--- config.mk ---
export PLATFORM = sky130hd
export DESIGN_NAME = cs_addr_decoder
export DESIGN_NICKNAME = d
export VERILOG_FILES = /design/src/rtl/csdec_pkg.sv /design/src/rtl/cs_cfg_bank.sv /design/src/rtl/cs_region_match.sv /design/src/rtl/cs_prio_pick.sv /design/src/rtl/cs_addr_decoder.sv
export SDC_FILE = /design/constraint.sdc
export NUM_CORES = 1
export LEC_CHECK = 0
export CORE_MARGIN = 2
export CORE_UTILIZATION = 40
export CTS_BUF_LIST = sky130_fd_sc_hd__clkbuf_4
export DETAILED_ROUTE_END_ITERATION = 6
export DONT_BUFFER_PORTS = 1
export SLEW_MARGIN = 20
export SYNTH_ARGS = -nofsm -noshare
export SYNTH_HDL_FRONTEND = slang
export SYNTH_SLANG_ARGS = --single-unit
--- constraint.sdc ---
create_clock -name clk -period 3.6 [get_ports clk]
set_input_delay 0.18 -clock clk [delete_from_list [all_inputs] [get_ports clk]]
set_output_delay 0.18 -clock clk [all_outputs]
set_load 0.03 [all_outputs]
--- src/rtl/csdec_pkg.sv ---
package csdec_pkg;

  localparam int CFG_DW = 32;

  typedef struct packed {
    logic [1:0] dwidth;
    logic [3:0] mask;
    logic       enable;
    logic [5:0] base;
  } cs_cfg_t;

  localparam cs_cfg_t CFG_RESET = '0;

  function automatic cs_cfg_t cfg_from_word(input logic [13:0] w);
    cs_cfg_t c;
    c.base   = w[5:0];
    c.enable = w[6];
    c.mask   = w[11:8];
    c.dwidth = w[13:12];
    return c;
  endfunction

  function automatic logic region_hit(input cs_cfg_t c, input logic [29:24] a);
    logic upper_eq;
    logic lower_eq;
    upper_eq = (a[29:28] == c.base[5:4]);
    lower_eq = (((a[27:24] ^ c.base[3:0]) & c.mask) == 4'h0);
    return c.enable && upper_eq && lower_eq;
  endfunction

  function automatic logic in_window(input logic [31:20] a);
    return (a[31:29] == 3'b000) && (a[28:20] != 9'h000);
  endfunction

  function automatic logic [1:0] lanes_n(input logic a0, input logic [1:0] size,
                                         input logic [1:0] dwidth);
    if (dwidth == 2'b00) return 2'b10;
    if (size == 2'b00)   return a0 ? 2'b01 : 2'b10;
    return 2'b00;
  endfunction

endpackage

--- src/rtl/cs_cfg_bank.sv ---
module cs_cfg_bank
  import csdec_pkg::*;
#(
  parameter int NUM_CS = 8,
  localparam int SEL_W = $clog2(NUM_CS)
) (
  input  logic                    clk,
  input  logic                    rst_n,
  input  logic                    wr_en,
  input  logic [SEL_W-1:0]        wr_sel,
  input  logic [CFG_DW-1:0]       wr_data,
  output cs_cfg_t [NUM_CS-1:0]    cfg_o
);

  logic unused_wr_bits;
  assign unused_wr_bits = ^{wr_data[CFG_DW-1:14], wr_data[7]};

  for (genvar k = 0; k < NUM_CS; k++) begin : g_word
    cs_cfg_t word_q;
    always_ff @(posedge clk or negedge rst_n) begin
      if (!rst_n)
        word_q <= CFG_RESET;
      else if (wr_en && (wr_sel == k[SEL_W-1:0]))
        word_q <= cfg_from_word(wr_data[13:0]);
    end
    assign cfg_o[k] = word_q;
  end

endmodule

--- src/rtl/cs_region_match.sv ---
module cs_region_match
  import csdec_pkg::*;
#(
  parameter int NUM_CS = 8
) (
  input  cs_cfg_t [NUM_CS-1:0] cfg_i,
  input  logic [31:20]         addr_hi,
  output logic [NUM_CS-1:0]    hit_o
);

  logic win_ok;
  assign win_ok = in_window(addr_hi);

  for (genvar k = 0; k < NUM_CS; k++) begin : g_cmp
    assign hit_o[k] = win_ok && region_hit(cfg_i[k], addr_hi[29:24]);
  end

endmodule

--- src/rtl/cs_prio_pick.sv ---
module cs_prio_pick #(
  parameter int NUM_CS = 8,
  localparam int SEL_W = $clog2(NUM_CS)
) (
  input  logic [NUM_CS-1:0] hit_i,
  output logic [NUM_CS-1:0] grant_o,
  output logic [SEL_W-1:0]  idx_o,
  output logic              any_o
);

  always_comb begin
    grant_o = '0;
    idx_o   = '0;
    any_o   = 1'b0;
    for (int i = NUM_CS - 1; i >= 0; i--) begin
      if (hit_i[i]) begin
        grant_o    = '0;
        grant_o[i] = 1'b1;
        idx_o      = i[SEL_W-1:0];
        any_o      = 1'b1;
      end
    end
  end

endmodule

--- src/rtl/cs_addr_decoder.sv ---
module cs_addr_decoder
  import csdec_pkg::*;
#(
  parameter int NUM_CS = 8,
  parameter int EXT_AW = 20,
  localparam int SEL_W = $clog2(NUM_CS)
) (
  input  logic              clk,
  input  logic              rst_n,
  input  logic              cfg_wr_en,
  input  logic [SEL_W-1:0]  cfg_wr_sel,
  input  logic [31:0]       cfg_wr_data,
  input  logic              req_valid,
  input  logic [31:0]       req_addr,
  input  logic [1:0]        req_size,
  input  logic              req_write,
  output logic [NUM_CS-1:0] cs_n,
  output logic              miss,
  output logic [EXT_AW-1:0] ext_addr,
  output logic [1:0]        ext_be_n,
  output logic              ext_we_n,
  output logic              ext_oe_n
);

  function automatic logic [EXT_AW-1:0] pin_map(input logic [EXT_AW-1:0] a,
                                                input logic [1:0] dwidth);
    logic [EXT_AW-1:0] p;
    p = a;
    if (dwidth != 2'b00) p[0] = 1'b0;
    return p;
  endfunction

  cs_cfg_t [NUM_CS-1:0] cfg_vec;
  logic [NUM_CS-1:0]    dec_hit_vec;
  logic [NUM_CS-1:0]    dec_grant;
  logic [SEL_W-1:0]     dec_idx;
  logic                 dec_any;
  logic [NUM_CS-1:0]    cfg_en_vec;
  logic [1:0]           win_width;

  cs_cfg_bank #(.NUM_CS(NUM_CS)) u_bank (
    .clk     (clk),
    .rst_n   (rst_n),
    .wr_en   (cfg_wr_en),
    .wr_sel  (cfg_wr_sel),
    .wr_data (cfg_wr_data),
    .cfg_o   (cfg_vec)
  );

  cs_region_match #(.NUM_CS(NUM_CS)) u_match (
    .cfg_i   (cfg_vec),
    .addr_hi (req_addr[31:20]),
    .hit_o   (dec_hit_vec)
  );

  cs_prio_pick #(.NUM_CS(NUM_CS)) u_pick (
    .hit_i   (dec_hit_vec),
    .grant_o (dec_grant),
    .idx_o   (dec_idx),
    .any_o   (dec_any)
  );

  for (genvar k = 0; k < NUM_CS; k++) begin : g_en
    assign cfg_en_vec[k] = cfg_vec[k].enable;
  end

  assign win_width = cfg_vec[dec_idx].dwidth;

  always_ff @(posedge clk or negedge rst_n) begin
    if (!rst_n) begin
      cs_n     <= '1;
      miss     <= 1'b0;
      ext_addr <= '0;
      ext_be_n <= 2'b11;
      ext_we_n <= 1'b1;
      ext_oe_n <= 1'b1;
    end else if (req_valid && dec_any) begin
      cs_n     <= ~dec_grant;
      miss     <= 1'b0;
      ext_addr <= pin_map(req_addr[EXT_AW-1:0], win_width);
      ext_be_n <= lanes_n(req_addr[0], req_size, win_width);
      ext_we_n <= ~req_write;
      ext_oe_n <= req_write;
    end else begin
      cs_n     <= '1;
      miss     <= req_valid;
      ext_addr <= '0;
      ext_be_n <= 2'b11;
      ext_we_n <= 1'b1;
      ext_oe_n <= 1'b1;
    end
  end

endmodule

-- Word level (Yosys, flattened, before mapping)
Index checks and enable logic that the tools add are counted.
- register bits: 137
- bits in latches: 0
- bits in writable memories: 0
- bits in read-only memories: 0
- input bits: 74
- memories: 0
- add/subtract/negate cells: 0
- multipliers: 0
- divide/modulo/power cells: 0
- $lt $le $gt $ge: 1
- eq/ne operators: 15
- shift operators: 0
- muxes and demuxes: 43
- bitwise gates (word level): 18
- reductions and logical operators: 48
- operators by type and width (cell ; number):
    $mux W8 ; 9
    $bmux W13 S3 ; 1
    $logic_and A1 B1 Y1 ; 34
    $and A4 B4 Y4 ; 8
    $logic_not A4 Y1 ; 8
    $xor A4 B4 Y4 ; 8
    $mux W3 ; 8
    $mux W20 ; 1
    $mux W1 ; 17
    $eq A2 B2 Y1 ; 8
    $mux W13 ; 1
    $eq A3 B3 Y1 const B ; 4
    $mux W2 ; 6
    $reduce_bool A9 Y1 ; 1
    $not A8 Y8 ; 1
    $eq A3 B2 Y1 const B ; 2
    $logic_not A3 Y1 ; 2
    $logic_not A2 Y1 ; 2
    $lt A3 B4 Y1 const B ; 1
    $eq A3 B1 Y1 const B ; 1
    $reduce_bool A2 Y1 ; 1
    $not A1 Y1 ; 1

-- Longest topological paths before layout
Gate-level depths: netlist of the first run.
- depth in word-level cells: 23
- gate-level depth with buffers: 11
- depth with buffers taken out: 9

-- Hierarchy
From an unflattened synthesis of the first run, not the netlist that was laid out.
- cells, all modules: 435
- area total of the unflattened synthesis: 6015.8 sq um
- by module, submodules not included (module ; times used ; cells each ; area each (sq um)):
    cs_cfg_bank ; 1 ; 224 ; 3953.8
    cs_addr_decoder ; 1 ; 88 ; 1173.6
    cs_region_match ; 1 ; 101 ; 729.4
    cs_prio_pick ; 1 ; 22 ; 158.9

-- Least setup slack after synthesis of the first run
Ideal clock, no wire load.
- path type: in2reg
- start point: in req_addr[26]
- end point: reg ext_addr[10]
- arrival time: 2.232 ns
- required time: 3.483 ns
- slack: 1.252 ns
- stages on the path: 10
- cell sequence: buf_6 or4_4 o31a_4 nand4_1 nand2_2 nor3_4 inv_2 o31a_4 buf_6 and2_4
- word-level cells in the longest chain between the ends: 15
- elaborated cells on any way between the ends: 52
- those cells by class: mux (9); bitwise (16); reduce/logical (27)
- ends and longest elaborated chain (element ; line ; source):
    from (decl) ; cs_addr_decoder.sv:14 ; input logic [31:0] req_addr,
    $xor A4 B4 Y4 ; csdec_pkg.sv:27 ; lower_eq = (((a[27:24] ^ c.base[3:0]) & c.mask) == 4'h0);
    $and A4 B4 Y4 ; csdec_pkg.sv:27 ;
    $logic_not A4 Y1 ; csdec_pkg.sv:27 ;
    $logic_and A1 B1 Y1 ; csdec_pkg.sv:28 ; return c.enable && upper_eq && lower_eq;
    $logic_and A1 B1 Y1 ; cs_region_match.sv:15 ; assign hit_o[k] = win_ok && region_hit(cfg_i[k], addr_hi[29:24]);
    $mux W1 (7 in a row) ; cs_prio_pick.sv:16 ; if (hit_i[i]) begin
    $mux W1 (*) ; cs_prio_pick.sv:16 ;
    $logic_and A1 B1 Y1 (*) ; cs_addr_decoder.sv:77 ; end else if (req_valid && dec_any) begin
    $mux W20 (*) ; cs_addr_decoder.sv:77 ;
    to (signal assigned) ; cs_addr_decoder.sv:80 ; ext_addr <= pin_map(req_addr[EXT_AW-1:0], win_width);
    to (decl) ; cs_addr_decoder.sv:19 ; output logic [EXT_AW-1:0] ext_addr,
Every way passes the cells marked *; elsewhere a longest branch is shown, timed or not.
A chain may end at the register's enable or synchronous reset.

-- Worst setup path after layout of the first run
- start point: reg u_bank.g_word[6].word_q (netlist bit u_bank.cfg_o[79])
- end point: reg ext_be_n[1]
- word-level cells in the longest chain between the ends: 19
- elaborated cells on any way between the ends: 27
- those cells by class: mux (20); bitwise (2); reduce/logical (5)
- ends and longest elaborated chain (element ; line ; source):
    from (decl) ; cs_cfg_bank.sv:19 ; cs_cfg_t word_q;
    from (signal assigned) ; cs_cfg_bank.sv:24 ; word_q <= cfg_from_word(wr_data[13:0]);
    $xor A4 B4 Y4 (*) ; csdec_pkg.sv:27 ;
    $and A4 B4 Y4 (*) ; csdec_pkg.sv:27 ;
    $logic_not A4 Y1 (*) ; csdec_pkg.sv:27 ;
    $logic_and A1 B1 Y1 (*) ; csdec_pkg.sv:28 ;
    $logic_and A1 B1 Y1 (*) ; cs_region_match.sv:15 ;
    $mux W3 (7 in a row) ; cs_prio_pick.sv:16 ;
    $bmux W13 S3 ; cs_addr_decoder.sv:67 ; assign win_width = cfg_vec[dec_idx].dwidth;
    $mux W13 (not written as such) ; cs_addr_decoder.sv:67 ;
    $logic_not A2 Y1 ; csdec_pkg.sv:37 ; if (dwidth == 2'b00) return 2'b10;
    $mux W1 ; csdec_pkg.sv:37 ;
    $mux W1 ; cs_addr_decoder.sv:77 ;
    $mux W2 ; csdec_pkg.sv:38 ; if (size == 2'b00) return a0 ? 2'b01 : 2'b10;
    $mux W2 (*) ; cs_addr_decoder.sv:77 ;
    to (signal assigned) ; cs_addr_decoder.sv:81 ; ext_be_n <= lanes_n(req_addr[0], req_size, win_width);
    to (decl) ; cs_addr_decoder.sv:20 ; output logic [1:0] ext_be_n,
Every way passes the cells marked *; elsewhere a longest branch is shown, timed or not. The select of a mux whose other input is x is not followed.

==> impl_results.rst, run 1 <==
.. list-table::
   :header-rows: 1

   * - Metric
     - Value
   * - Run status
     - finished, final reports clean
   * - Syn Area/Cell
     - 14.27 µm²
   * - Final design area excluding fillers
     - 6869 µm²
   * - Max-cap violation count
     - 0
   * - Largest net degree at the start of global routing
     - 138
   * - Hold Crit Class
     - in -> reg
   * - Area after detailed placement
     - 6171 µm²
   * - Pre-antenna DRT Iters
     - 4
   * - Global-route wire length before repair
     - 20,240 µm
   * - Data arrival time of the critical path
     - 3.64 ns
   * - Post-synthesis net count
     - 496
   * - Average wire per cell in the routed design
     - 19.47 µm
   * - Peak clock frequency supported by timing
     - 312.6 MHz
   * - Cell count of the worst hold path
     - 2
   * - Most instantiated library cell after synthesis
     - sky130_fd_sc_hd__dfrtp_1
   * - Overall global routing resource usage
     - 0.1691
   * - Clock period minus worst slack
     - 3.199 ns
   * - Number of sinks driven by the clock tree
     - 137
   * - Post-synthesis cell area
     - 6023 µm²
   * - Via count of the first global-routing pass
     - 3,584
   * - Routed length on met1
     - 5797 µm
   * - Depth of the worst register-to-register path
     - 10
   * - Top area cells in the synthesized netlist
     - sky130_fd_sc_hd__dfrtp_1, sky130_fd_sc_hd__mux2_2, sky130_fd_sc_hd__dfstp_2, sky130_fd_sc_hd__xor2_1, sky130_fd_sc_hd__and2_4
   * - Worst Hold Endpoint
     - u_bank.cfg_o[36]
   * - Setup TNS
     - 0 ns
   * - Setup-failing EPs final
     - 0
   * - Metal3 WL
     - 543 µm
   * - Number of clock buffers inserted by TritonCTS
     - 17
   * - Rows
     - 44
   * - Ant. Diodes
     - 0
   * - Leakage power total
     - 2.924 nW
   * - Buffers added on ports
     - 0
   * - Uppermost layer routed
     - met4
   * - Endpoint type of the worst setup path
     - register
   * - Fin crit share
     - 0.8885
   * - Met2 layer wire length in the routed design
     - 6504 µm
   * - I/O pin count
     - 107
   * - Placeable core region
     - 14,640 µm²
   * - Clock root buffer
     - sky130_fd_sc_hd__clkbuf_4
   * - Die height
     - 126.7 µm
   * - Initial standard-cell utilization of the core
     - 0.4113
   * - Most instantiated flip-flop cell in the synthesis netlist
     - sky130_fd_sc_hd__dfrtp_1
   * - Via-to-Cell Ratio
     - 5.214
   * - Type of the worst setup path
     - reg -> reg
   * - Synth top area share
     - 0.5193
   * - Proportion of layout cells with a drive suffix above 1
     - 0.3822
   * - Worst reg2reg path endpoint
     - ext_be_n[1]
   * - H-tree levels
     - 4
   * - Clk pin slew, worst setup/hold paths
     - 0.12 ns
   * - Hold Fails Final Rpt
     - 0
   * - Total power consumption of the routed design
     - 0.003476 W
   * - Drt drc
     - 0
   * - Area grow syn2layout
     - 14.04%
   * - Initial antenna violation count
     - 0
   * - Clock tree from TritonCTS
     - done
   * - Count of yosys warnings during synthesis
     - 0
   * - Area of the die
     - 16,060 µm²
   * - Number of nets in the finished design
     - 545
   * - Top fanout value on the critical path
     - 5
   * - Placed wire-length estimate after detailed placement
     - 8655 µm
   * - Data required time at the worst endpoint
     - 4.04 ns
   * - Final-report max-slew violation count
     - 0
   * - Synth Instances
     - 422
   * - Weighted congestion reported at the end of routability-driven placement
     - 0.7499
   * - Pwr Density
     - 506.0 nW/µm²
   * - Fraction of synthesis flops using an asynchronous set or reset pin
     - 1.000
   * - Maximum vdd drop
     - 0.3518 mV
   * - Setup slack of the worst register-to-register path
     - 0.40 ns
   * - Pre-CTS setup slack
     - 0.9149 ns
   * - Kind of launch point of the worst setup path
     - register
   * - Normalized max-slew margin
     - 0.3043
   * - Buffer levels on the longest clock path
     - 2
   * - Drt total wl
     - 13,010 µm
   * - Hold path start
     - cfg_wr_sel[0]
   * - Initial DRC count
     - 115
   * - Worst reg2reg path startpoint
     - u_bank.cfg_o[79]
   * - Slew at the pin closest to its max-slew limit
     - 1.039 ns
   * - Worst setup margin
     - 0.4013 ns
   * - Insertion delay of the later-clocked pin in the worst-skew pair
     - 0.53 ns
   * - Horizontal extent of the die
     - 126.7 µm
   * - Register area share after synthesis
     - 0.5717
   * - Distinct cell type count of the synthesized netlist
     - 46
   * - Antenna violation net count after detailed routing
     - 0
   * - Synth area leader
     - sky130_fd_sc_hd__dfrtp_1
   * - Cell types with the highest counts after synthesis
     - sky130_fd_sc_hd__dfrtp_1, sky130_fd_sc_hd__mux2_2, sky130_fd_sc_hd__xor2_1
   * - Overflow left after global routing
     - 0
   * - Total vias in the final route
     - 3,483
   * - Final cell utilization of the core
     - 0.4691
   * - Number of register bits inferred by synthesis
     - 137
   * - Number of enable flip-flop cells after synthesis
     - 0
   * - Clock skew
     - 0.02182 ns
   * - Setup repair after global routing missed its margin
     - false
==> final cells by class <==
cell class	instances	area, µm²
timing repair buffer	46	475.5
sequential	137	3443
clock inverter	6	28.78
clock buffer	26	195.2
inverter	3	11.26
fill	1321	7775
multi-input combinational	266	2485
tap	184	230.2
==> layout by cell type, fill, tap and decap left out, types with 2 or more instances in the layout <==
master	Yosys	routed
sky130_fd_sc_hd__dfrtp_1	125	125
sky130_fd_sc_hd__mux2_2	104	104
sky130_fd_sc_hd__dlygate4sd3_1	0	44
sky130_fd_sc_hd__xor2_1	36	36
sky130_fd_sc_hd__clkbuf_4	0	26
sky130_fd_sc_hd__and2_4	18	18
sky130_fd_sc_hd__xnor2_1	12	12
sky130_fd_sc_hd__a22oi_1	12	12
sky130_fd_sc_hd__dfstp_2	12	12
sky130_fd_sc_hd__nor2_1	9	9
sky130_fd_sc_hd__nand2_1	8	8
sky130_fd_sc_hd__nand4_1	6	6
sky130_fd_sc_hd__nand3_1	5	5
sky130_fd_sc_hd__nor3_1	6	4
sky130_fd_sc_hd__a22o_1	4	4
sky130_fd_sc_hd__mux2i_1	4	4
sky130_fd_sc_hd__a21oi_1	3	3
sky130_fd_sc_hd__nand4b_1	3	3
sky130_fd_sc_hd__clkinv_1	0	3
sky130_fd_sc_hd__or3_2	2	2
sky130_fd_sc_hd__o31a_4	2	2
sky130_fd_sc_hd__o31ai_4	2	2
sky130_fd_sc_hd__and3_1	2	2
sky130_fd_sc_hd__nor3_4	1	2
sky130_fd_sc_hd__o21ai_0	2	2
sky130_fd_sc_hd__inv_1	2	2
sky130_fd_sc_hd__o31a_1	2	2
sky130_fd_sc_hd__o22ai_1	2	2
sky130_fd_sc_hd__and2_1	2	2
sky130_fd_sc_hd__nand2b_1	2	2
sky130_fd_sc_hd__clkinv_2	0	2
==> kinds of logic after synthesis <==
group	Yosys count	share of synthesized area
AOI/OAI and AO/OA	33	0.04882
buffers and inverters	19	0.02119
and+or+nand+nor	77	0.08746
xor gates and xnor gates	48	0.06980
muxes	108	0.2011
DFF	137	0.5717
==> critical path: stages, from the launching register on <==
cell                            delay [ns]
sky130_fd_sc_hd__dfrtp_1              0.39
sky130_fd_sc_hd__xor2_1               0.14
sky130_fd_sc_hd__a22oi_1              0.40
sky130_fd_sc_hd__nand4_1              0.28
sky130_fd_sc_hd__a21oi_1              0.54
sky130_fd_sc_hd__o21ai_0              0.22
sky130_fd_sc_hd__mux2i_1              0.18
sky130_fd_sc_hd__mux2i_1              0.10
sky130_fd_sc_hd__o21ai_2              0.17
sky130_fd_sc_hd__o311ai_1             0.12
sky130_fd_sc_hd__dlygate4sd3_1        0.58
==> layer usage <==
layer / up-vias / global-route usage
met3: 16 / 0.05652
met2: 56 / 0.2789
li1: 1599 / -
met4: 0 / 0.04396
met5: - / 0
met1: 1812 / 0.2160
==> power breakdown <==
| part | internal, W | switching (W) |
|---|---|---|
| Combinational | 0.000367 | 0.000284 |
| Sequential | 0.00181 | 0.000170 |
| Clock | 0.000334 | 0.000513 |
| Total | 0.00251 | 0.000967 |
==> registers in the layout, indices dropped and copies added (netlist names) <==
signal and flops:
ext_addr 20, miss 1, ext_oe_n 1, cs_n 8
ext_be_n 2, u_bank.cfg_o 104, ext_we_n 1
==> worst max path at each step <==
stage                           startpoint  slack [ns]      endpoint  depth (start not counted)
final                     u_bank.cfg_o[79]        0.40   ext_be_n[1]                         10
after global routing      u_bank.cfg_o[79]        0.14   ext_be_n[1]                         10
after CTS                 u_bank.cfg_o[79]        0.34   ext_be_n[1]                         10
after detailed placement  u_bank.cfg_o[79]        0.91   ext_be_n[1]                          9
after global placement    u_bank.cfg_o[79]        0.99   ext_be_n[1]                          9
after floorplan               req_addr[26]        1.25  ext_addr[10]                         10
==> metrics by stage <==
stage / hold WS [ns] / instances
after floorplan: -0.1156 / 422
after global routing: 0.005649 / 668
after CTS: 0.01180 / 667
after detailed placement: -0.1102 / 591
final: 0.05426 / 668
after global placement: -0.1100 / 591
==> repair_timing <==
action / in CTS / in global routing
hold endpoints to repair: 274 / 13
hold buffers: 44 / 1
resized for setup: 0 / 0
buffers inserted: 0 / 0
No activity file was read; power rests on OpenSTA's default activity.
==> inputs of run 2 (changes only) <==
Settings changed: CORE_UTILIZATION 40 to 54, PLACE_DENSITY from default to 0.69.
==> run 2 against run 1 <==
  * Non-clock buffer count rose by 9
  * First-iteration DRC count rose by 78%
  * Combinational power rose by 2%
  * Die area fell by 25%
  * Clock skew fell by 0.011 ns
  * Maximum frequency fell by 0.87%
  * Core utilization rose by 17 points
  * Hold slack got worse by 0.0098 ns
  * Flip-flop and latch count did not move
  * Via count rose by 3.0%
  * Routed wire length fell by 0.95%
  * Critical endpoint unchanged
==> impl_results.rst, run 2 (synthesis gave the netlist of run 1 again) <==
.. list-table::
   :header-rows: 1

   * - Metric
     - Value
   * - Proportion of layout cells with a drive suffix above 1
     - 0.3793
   * - Placeable core region
     - 10,840 µm²
   * - Drt drc
     - 0
   * - Crit path from
     - req_addr[29]
   * - Worst reg2reg path startpoint
     - u_bank.cfg_o[79]
   * - Global-route wire length before repair
     - 19,870 µm
   * - Final-report max-slew violation count
     - 0
   * - Average wire per cell in the routed design
     - 20.32 µm
   * - Number of buffers added for setup after CTS
     - 0
   * - Hold Fails Final Rpt
     - 0
   * - Clock root buffer
     - sky130_fd_sc_hd__clkbuf_4
   * - Buffers added on ports
     - 0
   * - Area of the die
     - 12,020 µm²
   * - Endpoint type of the worst setup path
     - register
   * - Hold Crit Class
     - in -> reg
   * - Buffer levels on the longest clock path
     - 2
   * - Max-cap violation count
     - 0
   * - Area grow syn2layout
     - 15.62%
   * - Slew at the pin closest to its max-slew limit
     - 1.108 ns
   * - Worst reg2reg path endpoint
     - ext_be_n[1]
   * - Setup-failing EPs final
     - 0
   * - Overflow left after global routing
     - 0
   * - GRT met1 Usage
     - 0.2918
   * - Normalized max-slew margin
     - 0.2583
   * - Initial DRC count
     - 205
   * - Type of the worst setup path
     - in -> reg
   * - Endpoint of the worst setup timing path
     - ext_be_n[1]
   * - Insertion delay of the later-clocked pin in the worst-skew pair
     - 0.55 ns
   * - Antenna violation net count after detailed routing
     - 0
   * - Leakage power total
     - 2.980 nW
   * - Overall global routing resource usage
     - 0.2312
   * - Depth of the worst register-to-register path
     - 10
   * - Run status
     - finished, final reports clean
   * - Horizontal extent of the die
     - 109.6 µm
   * - Clock tree from TritonCTS
     - done
   * - Kind of launch point of the worst setup path
     - input pin
   * - Number of clock buffers inserted by TritonCTS
     - 17
   * - Largest net degree at the start of global routing
     - 138
   * - Top library cells by usage in the layout, fill and taps aside
     - sky130_fd_sc_hd__dfrtp_1, sky130_fd_sc_hd__mux2_2, sky130_fd_sc_hd__dlygate4sd3_1, sky130_fd_sc_hd__xor2_1, sky130_fd_sc_hd__and2_4
   * - Slowest stage delay, CP
     - 0.64 ns
   * - Worst-path cell chain
     - dlygate4sd3_1, nor3_1, dlygate4sd3_1, o31ai_4, a21oi_1, o21ai_0, mux2i_1, mux2i_1, o21ai_2, o311ai_1, dlygate4sd3_1
   * - Setup TNS
     - 0 ns
   * - Critical path's most frequent cell
     - sky130_fd_sc_hd__dlygate4sd3_1
   * - GR met3 Demand/Resource
     - 0.08239
   * - Clock period minus worst slack
     - 3.227 ns
   * - Number of nets in the finished design
     - 554
   * - Number of flip-flops in the largest register
     - 104
   * - Pre-CTS setup slack
     - 1.088 ns
   * - Maximum vdd drop
     - 0.3198 mV
   * - Fraction of met2 tracks used by global routing
     - 0.3735
   * - Peak clock frequency supported by timing
     - 309.9 MHz
   * - Initial antenna violation count
     - 1
   * - I/O pin count
     - 107
   * - Grt peak-use layer
     - met2
   * - Via-to-Cell Ratio
     - 5.658
   * - Top fanout value on the critical path
     - 8
   * - Pre-antenna DRT Iters
     - 6
   * - Clock skew
     - 0.01050 ns
   * - Number of fillers in the final layout
     - 812
   * - Most common cell after layout, fill and taps aside
     - sky130_fd_sc_hd__dfrtp_1
   * - Rows
     - 38
   * - Fin crit share
     - 0.8964
   * - Setup slack of the worst register-to-register path
     - 0.47 ns
   * - Total of cells resized after clock tree synthesis
     - 0
   * - Via count of the first global-routing pass
     - 3,685
   * - Worst setup margin
     - 0.3731 ns
   * - Data arrival time of the critical path
     - 3.70 ns
   * - Placed wire-length estimate after detailed placement
     - 8052 µm
   * - Max stage delay cell, worst path
     - sky130_fd_sc_hd__dlygate4sd3_1
   * - Die height
     - 109.6 µm
   * - Initial standard-cell utilization of the core
     - 0.5556
   * - Clk pin slew, worst setup/hold paths
     - 0.12 ns
   * - Data required time at the worst endpoint
     - 4.08 ns
   * - H-tree levels
     - 4
   * - Number of sinks driven by the clock tree
     - 137
   * - Drt total wl
     - 12,890 µm
   * - Total vias in the final route
     - 3,587
   * - Weighted congestion reported at the end of routability-driven placement
     - 0.7481
   * - Setup repair after global routing missed its margin
     - false
   * - Pwr Density
     - 521.0 nW/µm²
-- run 2: worst max-delay path, delay by kind of cell --
kind            cells  cell delay [ns]
buf+inv             3             1.84
compound gates      5             1.12
mux                 2             0.26
simple gates        1             0.31
-- run 2: power by group --
| group | internal (W) | switching, W | leakage [nW] | total, W |
|---|---|---|---|---|
| combinational | 0.000378 | 0.000286 | 1.17 | 0.000664 |
| clock | 0.000411 | 0.000576 | 0.145 | 0.000987 |
| sequential | 0.00181 | 0.000170 | 1.66 | 0.00198 |
-- run 2: how the worst min path moves through the flow --
stage                             to  cells past startpoint     startpoint  slack (ns)
CTS                 u_bank.cfg_o[24]                      2  cfg_wr_sel[1]       0.006
global placement    u_bank.cfg_o[70]                      0          rst_n       -0.11
floorplan                ext_addr[0]                      0          rst_n       -0.12
finish              u_bank.cfg_o[30]                      2  cfg_wr_sel[0]        0.04
global route        u_bank.cfg_o[34]                      2  cfg_wr_sel[0]        0.01
detailed placement  u_bank.cfg_o[70]                      0          rst_n       -0.11
-- run 2: repair_timing --
item                       CTS  global route
setup endpoints to repair    0             0
hold buffers                51             3
hold endpoints to repair   274            26
-- run 2: final cells by class --
| class | instances | area (µm²) | area share |
|---|---|---|---|
| flip-flops and latches | 137 | 3443 | 0.4944 |
| multi-input cells | 266 | 2485 | 0.3568 |
| repair buffers | 55 | 565.5 | 0.08121 |
| well taps | 140 | 175.2 | 0.02515 |
| clock inverters | 15 | 153.9 | 0.02210 |
| clock buffers | 17 | 127.6 | 0.01833 |
| inverters | 3 | 11.26 | 0.001617 |
| diodes | 1 | 2.502 | 0.0003593 |
-- run 2: metal layers --
layer	vias to the layer above	wire length, µm	part of all wire
li1	1624	-	-
met3	15	744	0.058
met4	0	204	0.016
met5	-	0	0
met2	93	6450	0.50
met1	1855	5485	0.43
-- run 2: stage by stage --
step	instance area, µm²	utilization	power [W]	instances	hold slack [ns]
after floorplan	6023	-	0.002450	422	-0.1156
after global placement	6110	0.5636	0.002537	547	-0.1105
after detailed placement	6110	0.5636	0.002566	547	-0.1108
after CTS	6919	0.6383	0.003650	630	0.005876
after global routing	6964	0.6424	0.003824	634	0.01305
final	6964	0.6424	0.003629	634	0.04445
==> inputs of run 3 (changes only) <==
Settings changed: CORE_ASPECT_RATIO from default to 0.6.
==> run 3 against run 2 <==
  * Combinational power decreased by 6.3%
  * Clock power decreased by 10%
  * Critical endpoint unchanged
  * Maximum frequency increased by 6.0%
  * Clock skew increased by 0.0050 ns
  * Via count decreased by 0.86%
  * First-iteration DRC count increased by 17%
  * Flip-flop and latch count unchanged
  * Register-to-register slack improved by 0.09 ns
  * Routed wire length decreased by 0.53%
  * Power decreased by 3.9%
  * Global-route usage decreased by 0.084 points
  * Largest cell class unchanged
==> impl_results.rst, run 3 (synthesis gave the netlist of run 1 again) <==
.. list-table::
   :header-rows: 1

   * - Metric
     - Value
   * - Initial standard-cell utilization of the core
     - 0.5627
   * - Pre-antenna DRT Iters
     - 4
   * - Clock skew
     - 0.01546 ns
   * - Top fanout value on the critical path
     - 5
   * - Fin crit share
     - 0.8452
   * - Peak clock frequency supported by timing
     - 328.6 MHz
   * - Placeable core region
     - 10,700 µm²
   * - Run status
     - finished, final reports clean
   * - Endpoint type of the worst setup path
     - register
   * - Number of sinks driven by the clock tree
     - 137
   * - Weighted congestion reported at the end of routability-driven placement
     - 0.7710
   * - Data required time at the worst endpoint
     - 4.06 ns
   * - Clock period minus worst slack
     - 3.043 ns
   * - Worst-path cell chain
     - xor2_1, a22oi_1, nand4_1, a21oi_1, o21ai_0, mux2i_1, mux2i_1, o21ai_2, o311ai_1, dlygate4sd3_1
   * - I/O pin count
     - 107
   * - Global-route wire length before repair
     - 20,460 µm
   * - Drt drc
     - 0
   * - Buffer levels on the longest clock path
     - 2
   * - Rows
     - 29
   * - H-tree levels
     - 4
   * - Worst setup margin
     - 0.5572 ns
   * - Initial DRC count
     - 240
   * - Normalized max-slew margin
     - 0.2839
   * - Number of flip-flops in the largest register
     - 104
   * - Number of buffers added for setup after CTS
     - 0
   * - Max stage delay cell, worst path
     - sky130_fd_sc_hd__dlygate4sd3_1
   * - Buffers added on ports
     - 0
   * - Pre-CTS setup slack
     - 1.133 ns
   * - Max-cap violation count
     - 0
   * - Total vias in the final route
     - 3,556
   * - Clk pin slew, worst setup/hold paths
     - 0.11 ns
   * - Type of the worst setup path
     - reg -> reg
   * - Area of the die
     - 12,040 µm²
   * - Hold Crit Class
     - in -> reg
   * - Final design area excluding fillers
     - 6800 µm²
   * - Average wire per cell in the routed design
     - 20.67 µm
   * - Via count of the first global-routing pass
     - 3,668
   * - Die height
     - 85.81 µm
   * - Final-report max-slew violation count
     - 0
   * - Maximum vdd drop
     - 0.2493 mV
   * - Insertion delay of the later-clocked pin in the worst-skew pair
     - 0.53 ns
   * - Ant. Diodes
     - 0
   * - Critical path's most frequent cell
     - sky130_fd_sc_hd__mux2i_1
   * - Cell count after placement
     - 545
   * - Setup repair after global routing missed its margin
     - false
   * - Overall global routing resource usage
     - 0.2303
   * - Kind of launch point of the worst setup path
     - register
   * - Leakage power total
     - 2.919 nW
   * - Horizontal extent of the die
     - 140.3 µm
   * - Top library cells by usage in the layout, fill and taps aside
     - sky130_fd_sc_hd__dfrtp_1, sky130_fd_sc_hd__mux2_2, sky130_fd_sc_hd__dlygate4sd3_1, sky130_fd_sc_hd__xor2_1, sky130_fd_sc_hd__clkbuf_4
   * - Drt total wl
     - 12,820 µm
   * - Most common cell after layout, fill and taps aside
     - sky130_fd_sc_hd__dfrtp_1
   * - Slowest stage delay, CP
     - 0.58 ns
   * - Number of fillers in the final layout
     - 781
   * - Initial antenna violation count
     - 2
   * - Antenna violation net count after detailed routing
     - 0
   * - Clock root buffer
     - sky130_fd_sc_hd__clkbuf_4
   * - Number of clock buffers inserted by TritonCTS
     - 17
   * - Placed wire-length estimate after detailed placement
     - 8466 µm
   * - Proportion of layout cells with a drive suffix above 1
     - 0.3805
   * - Number of nets in the finished design
     - 542
   * - Data arrival time of the critical path
     - 3.51 ns
   * - Via-to-Cell Ratio
     - 5.735
   * - Setup-failing EPs final
     - 0
   * - Slew at the pin closest to its max-slew limit
     - 1.068 ns
   * - Overflow left after global routing
     - 0
   * - Count of non-filler cells in the finished layout
     - 620
   * - Pwr Density
     - 512.7 nW/µm²
   * - Largest net degree at the start of global routing
     - 138
   * - Clock tree from TritonCTS
     - done
   * - Area after detailed placement
     - 6101 µm²
   * - Hold Fails Final Rpt
     - 0
   * - Area grow syn2layout
     - 12.90%
   * - Setup TNS
     - 0 ns
[run 3: cell types whose count changed in the layout (fill, tap and decap cells not counted), moves of 2 or more]
cell and change:
sky130_fd_sc_hd__clkinv_4 -4, sky130_fd_sc_hd__dlygate4sd3_1 -11, sky130_fd_sc_hd__clkinv_1 +3, sky130_fd_sc_hd__clkinvlp_4 -2, sky130_fd_sc_hd__clkbuf_4 +4
[run 3: worst paths after layout]
check	startpoint	cells after the start	slack, ns	endpoint
worst max-delay path	u_bank.cfg_o[79]	10	0.56	ext_be_n[1]
worst min-delay path	req_addr[31]	3	0.05	cs_n[6]
worst max register to register	u_bank.cfg_o[79]	10	0.56	ext_be_n[1]
worst min register to register	u_bank.cfg_o[90]	1	0.51	u_bank.cfg_o[90]
max in group asynchronous	rst_n	2	2.79	u_bank.cfg_o[38]
min in group asynchronous	rst_n	2	0.32	u_bank.cfg_o[52]
[run 3: layout make-up]
| type | instances | area (µm²) | area share |
|---|---|---|---|
| clock buffers | 21 | 157.7 | 0.02318 |
| flip-flops and latches | 137 | 3443 | 0.5063 |
| multi-input cells | 266 | 2485 | 0.3654 |
| inverters | 3 | 11.26 | 0.001656 |
| well taps | 139 | 173.9 | 0.02558 |
| clock inverters | 11 | 81.33 | 0.01196 |
| repair buffers | 43 | 447.9 | 0.06587 |
[run 3: critical path, delay by kind of cell (launching register included)]
| kind | cells | cell delay, ns |
|---|---|---|
| flip-flops | 1 | 0.41 |
| multiplexers | 2 | 0.39 |
| AND/OR/NAND/NOR | 1 | 0.21 |
| buffers and inverters | 1 | 0.58 |
| XOR/XNOR | 1 | 0.14 |
| AO/OA/AOI/OAI | 5 | 1.23 |
[run 3: per-stage QoR]
stage / util / hold slack (ns) / power [W]
6_report: 0.6353 / 0.05161 / 0.003486
5_1_grt: 0.6353 / 0.01508 / 0.003694
4_1_cts: 0.6323 / 0.01266 / 0.003520
3_5_place_dp: 0.5700 / -0.1131 / 0.002547
3_3_place_gp: 0.5700 / -0.1127 / 0.002509
2_1_floorplan: - / -0.1156 / 0.002450
[run 3: routing by layer]
metal / global-route usage / share of wire / wire length [µm] / up-vias
li1: - / - / - / 1599
met1: 0.3463 / 0.50 / 6403 / 1878
met2: 0.3302 / 0.44 / 5652 / 58
met3: 0.06477 / 0.047 / 599 / 17
met4: 0.06428 / 0.010 / 133 / 4
met5: 0 / 0.0021 / 27 / -
[run 3: power breakdown]
group | switching [W] | internal [W]
sequential | 0.000173 | 0.00181
combinational | 0.000256 | 0.000365
clock | 0.000525 | 0.000360
[run 3: repair_timing]
action / in CTS / in global routing
endpoints found under the hold margin: 274 / 26
hold buffers: 41 / 2
endpoints found under the setup margin: 0 / 0
gates resized for setup: 0 / 0
